## config.mk

```make
export PLATFORM = sky130hd
export DESIGN_NAME = dual_path_arbiter
export DESIGN_NICKNAME = d
export VERILOG_FILES = /design/src/rtl/dual_path_arbiter.sv
export SDC_FILE = /design/constraint.sdc
export NUM_CORES = 1
export LEC_CHECK = 0
export BUFFER_PORTS_ARGS = -buffer_cell sky130_fd_sc_hd__buf_2
export CORE_MARGIN = 5
export CORE_UTILIZATION = 42
export DETAILED_ROUTE_END_ITERATION = 16
export PLACE_DENSITY = 0.8
export SLEW_MARGIN = 25
export SYNTH_ARGS = -nofsm -noshare
export SYNTH_HDL_FRONTEND = slang
export SYNTH_SLANG_ARGS = --single-unit
```

## constraint.sdc

```tcl
create_clock -name clk -period 1.5 [get_ports clk]
set_input_delay 0.075 -clock clk [delete_from_list [all_inputs] [get_ports clk]]
set_output_delay 0.075 -clock clk [all_outputs]
set_load 0.02 [all_outputs]
```

## src/rtl/dual_path_arbiter.sv

```systemverilog
module dual_path_arbiter #(
  parameter int NCH = 5,
  parameter int AW  = 3
) (
  input  logic          clk,
  input  logic          rst_n,
  input  logic [1:0]    req_i,
  input  logic [AW-1:0] dst0_i,
  input  logic [AW-1:0] dst1_i,
  input  logic [1:0]    avld_i,
  input  logic [AW-1:0] ch_addr_i,
  input  logic          ch_free_i,
  output logic [1:0]    grant_o,
  output logic [NCH-1:0] sel_o,
  output logic [1:0]    dst_rdy_o,
  output logic          route_err_o
);
  localparam logic [AW:0] LIMIT = (AW+1)'(NCH);

  typedef enum logic [1:0] {IDLE, WAIT, ROUTE, XFER} st_t;
  st_t st;
  logic turn, own;
  logic [AW-1:0] addr_q;

  wire [AW-1:0] own_dst = own ? dst1_i : dst0_i;
  wire own_vld  = avld_i[own];
  wire in_range = {1'b0, own_dst} < LIMIT;
  wire routed   = (st == ROUTE) || (st == XFER);

  assign grant_o   = (st == IDLE) ? 2'b00 : (own ? 2'b10 : 2'b01);
  assign dst_rdy_o = (st == XFER) ? grant_o : 2'b00;

  for (genvar i = 0; i < NCH; i++) begin : g_sel
    assign sel_o[i] = routed && (addr_q == AW'(i));
  end

  always_ff @(posedge clk or negedge rst_n) begin
    if (!rst_n) begin
      st          <= IDLE;
      turn        <= 1'b0;
      own         <= 1'b0;
      addr_q      <= '0;
      route_err_o <= 1'b0;
    end else begin
      route_err_o <= 1'b0;
      case (st)
        IDLE:
          if (req_i[turn]) begin
            own <= turn;
            st  <= WAIT;
          end else begin
            turn <= ~turn;
          end
        WAIT:
          if (own_vld) begin
            if (in_range) begin
              addr_q <= own_dst;
              st     <= ROUTE;
            end else begin
              route_err_o <= 1'b1;
              turn        <= ~own;
              st          <= IDLE;
            end
          end
        ROUTE:
          if (ch_addr_i != addr_q) begin
            route_err_o <= 1'b1;
            turn        <= ~own;
            st          <= IDLE;
          end else if (!ch_free_i) begin
            turn <= ~own;
            st   <= IDLE;
          end else begin
            st <= XFER;
          end
        default:
          if (!own_vld) begin
            turn <= ~own;
            st   <= IDLE;
          end
      endcase
    end
  end


  sel_onehot_chk: assert property (@(posedge clk) disable iff (!rst_n)
    $onehot0(sel_o));


  rdy_confirm_chk: assert property (@(posedge clk) disable iff (!rst_n)
    $rose(|dst_rdy_o) |-> ($past(ch_free_i) && ($past(ch_addr_i) == addr_q)));


  full_yield_chk: assert property (@(posedge clk) disable iff (!rst_n)
    (st == ROUTE && ch_addr_i == addr_q && !ch_free_i) |=>
      (dst_rdy_o == 2'b00 && grant_o == 2'b00 && !route_err_o));


  err_quiet_chk: assert property (@(posedge clk) disable iff (!rst_n)
    route_err_o |-> (sel_o == '0 && dst_rdy_o == 2'b00 && grant_o == 2'b00));


  range_err_chk: assert property (@(posedge clk) disable iff (!rst_n)
    (st == WAIT && own_vld && !in_range) |=> (route_err_o && sel_o == '0));


  release_chk: assert property (@(posedge clk) disable iff (!rst_n)
    ((|dst_rdy_o) && !(|(avld_i & dst_rdy_o))) |=> (dst_rdy_o == 2'b00 && sel_o == '0));
endmodule

```

==> results.json <==
{
  "grt.overflow.total": 0,
  "postRouteAntennaNets": 0,
  "worstPathRequired_ns": 1.64,
  "postSynthAreaPerCell_um2": 9.84,
  "topRoutingLayerUsed": "met4",
  "timing.critical_path.slowest_stage_cell": "dfrtp_1",
  "post-route-util_pct": 67.8,
  "netlist_instances": 67,
  "leakage_power_uw": 0.000478,
  "dr.first_iter.drc_count": 8,
  "pre_cts_slack_ns": -0.0966,
  "floorplan.rows": 14,
  "layout_common_cells": "buf_2, buf_4, dfrtp_1",
  "critical_path.startpoint_type": "register",
  "place_congestion": 0.844,
  "finalWirelength_um": 1800,
  "clock-root-buffer": "clkbuf_4",
  "clkLatencyLatePin_ns": 0.26,
  "num-nets-final": 129,
  "worstMarginPinSlew_ns": 0.288,
  "routed_via_density": 5.24,
  "slew-limit-headroom_pct": 80.7,
  "initial_core_util_pct": 43.8,
  "n_antenna_cell": 0,
  "power.density_cell_area_nw_per_um2": 1970,
  "vias": 644,
  "layout_commonest_cell": "buf_2",
  "status": "finished with violations",
  "final.min_clock_period_ns": 1.62,
  "wl_met1_um": 737,
  "hold_slack_ns": 0.119,
  "cts_tree": "done",
  "cpLargestDelayFamily": "multiplexers",
  "largest_voltage_drop_on_the_vdd_net_mv": 1.14,
  "violations": "setup timing",
  "number_of_antenna_violations_at_the_first_check_in_global_routing": 0,
  "port-buffer-count": 25,
  "grt_usage_pct": 15.2,
  "cts-buffers-inserted": 3,
  "netlist_top_cells_area": "dfrtp_1, mux2_2, ha_1",
  "clock_skew_ns": 0.00752,
  "clock_sinks": 8,
  "end_kind": "register",
  "worst-path-buf-inv": 1,
  "path_class": "register to register",
  "syn_to_final_growth_pct": 54.8,
  "routed_wirelength_normalized_by_instance_count_um": 14.7,
  "design.portCount": 26,
  "hp-start": "req_i[1]",
  "crit-reg2reg-capture": "turn",
  "synth.ff_latch_count": 8,
  "critical_path.cell_chain": "buf_4 -> ha_4 -> nor3_2 -> mux2i_1 -> o2111ai_1 -> mux2_2",
  "cap_viol_max_count": 0,
  "setup_slack_ns": -0.117,
  "final_cell_count_no_fill": 123,
  "max_stage_delay_ns": 0.40,
  "detailed_routing_iterations_pass_1": 4,
  "yosys.cell_types.count": 27,
  "grt_setup_unrepaired": "yes",
  "critical_path_peak_fanout": 5,
  "clock_tree.buffer_depth": 2,
  "synth_area_um2": 659,
  "grt_max_degree": 9,
  "place.detailed.hpwl_um": 1330,
  "fraction_of_final_layout_cells_with_drive_strength_greater_than_1_pct": 61.7,
  "report.final.hold_viol_count": 0,
  "dieWidth_um": 49.6,
  "worst_endpoint_data_arrival_time_ns": 1.76,
  "synth_top_cell_area_share_pct": 30.4,
  "first_global_vias": 681,
  "met2_wirelength_um": 926,
  "yosysTopAreaCell": "dfrtp_1",
  "fmaxAchievable_ghz": 0.619,
  "setup-violations-final": 10,
  "placeableCoreArea_um2": 1510,
  "dpl.cell_count": 115,
  "floorplan.die_area_um2": 2460,
  "drcViolationCount": 0,
  "synthesis.nets": 87,
  "finalCritPeriodShare_pct": 108,
  "drv_slew": 0,
  "grt_pass1_wl_um": 2930,
  "die_y_um": 49.6,
  "worst_hold_path_type": "input pin to register",
  "rr_startpoint": "st[0]",
  "setup_total_negative_slack_ns": -0.742,
  "yosys_warnings": 0,
  "worstRegToRegCells": 6,
  "worstHoldPathCells": 3,
  "rrSetupSlack_ns": -0.12,
  "wl_met3_um": 103,
  "cts_max_level": 1,
  "synth-seq-area-share_pct": 30.4,
  "min_delay_worst_endpoint": "own",
  "clk_pin_slew_worst_paths_ns": 0.05
}
## flip-flops by register name (all words and copies together), names as in the netlist
| register | cells |
|---|---|
| turn | 1 |
| own | 1 |
| st | 2 |
| route_err_o | 1 |
| addr_q | 3 |
## area by class of cell
cell class,instances,area [um2]
flip-flops and latches,8,201
repair buffers,39,250
fillers,112,485
well taps,16,20.0
clock buffers,3,22.5
multi-input cells,54,515
inverters,3,11.3
## routing by layer
metal | GRT usage (%) | vias to the layer above
li1 | - | 328
met1 | 17.0 | 293
met2 | 26.1 | 18
met3 | 3.92 | 5
met4 | 7.86 | 0
met5 | 0 | -
## worst min-delay path, delay by kind of cell
family / cells / cell delay (ns)
AOI/OAI and AO/OA: 1 / 0.06
buffers and inverters: 1 / 0.09
and+or+nand+nor: 1 / 0.11
## worst max path at each step
stage          start       end  slack (ns)  depth (start not counted)
6_report       st[0]      turn       -0.12                          6
3_3_place_gp   st[0]      turn       -0.07                          6
3_5_place_dp     own      turn        -0.1                          4
5_1_grt        st[0]     st[1]       -0.18                          6
2_1_floorplan  st[0]  sel_o[1]       -0.06                          4
4_1_cts        st[1]  sel_o[3]        -0.1                          5
## report_power, final
group          internal [uW]  switching, uW
Sequential               321           99.9
Combinational            755            663
Clock                   92.3           84.4
## cells by family (layout without fill, tap and decap cells)
family	Yosys count	in the layout	share of synthesized area [%]
buffers and inverters	5	45	3.98
adder cells (fa/ha/maj)	4	4	7.59
XOR/XNOR	3	3	3.99
AND/OR/NAND/NOR	25	25	23.5
flip-flops	8	8	30.4
multiplexers	11	11	19.4
AO/OA/AOI/OAI	11	11	11.2
## metrics by stage
step | cell area [um2] | power [uW]
4_1_cts | 998 | 1950
5_1_grt | 1020 | 2170
3_3_place_gp | 860 | 1520
6_report | 1020 | 2020
2_1_floorplan | 672 | 1240
3_5_place_dp | 860 | 1570
## synthesized netlist by cell type
library cell and number:
a21oi_1 6, nor2_1 5, nor3_1 1, clkbuf_1 1, mux2_4 2, mux2_2 6, o22ai_2 1, nand3_1 1
nor4b_1 3, or3b_4 1, nand2b_4 1, ha_1 4, xnor2_1 3, o2111ai_1 1, mux2i_1 3, nor2b_1 3
inv_1 3, dfrtp_1 8, o221ai_1 1, a22oi_1 1, a31oi_1 1, nor4_1 1, and2_1 2, nand2_1 5
nand4b_1 1, buf_6 1, nor4bb_1 1
## what timing repair did
item	4_1_cts	5_1_grt
endpoints found under the hold margin	8	0
pin swaps	5	4
resized for setup	20	5
gates cloned	0	0
hold buffers	1	0
endpoints found under the setup margin	12	14
setup buffers	3	1
Power figures use the tool's default switching activity.
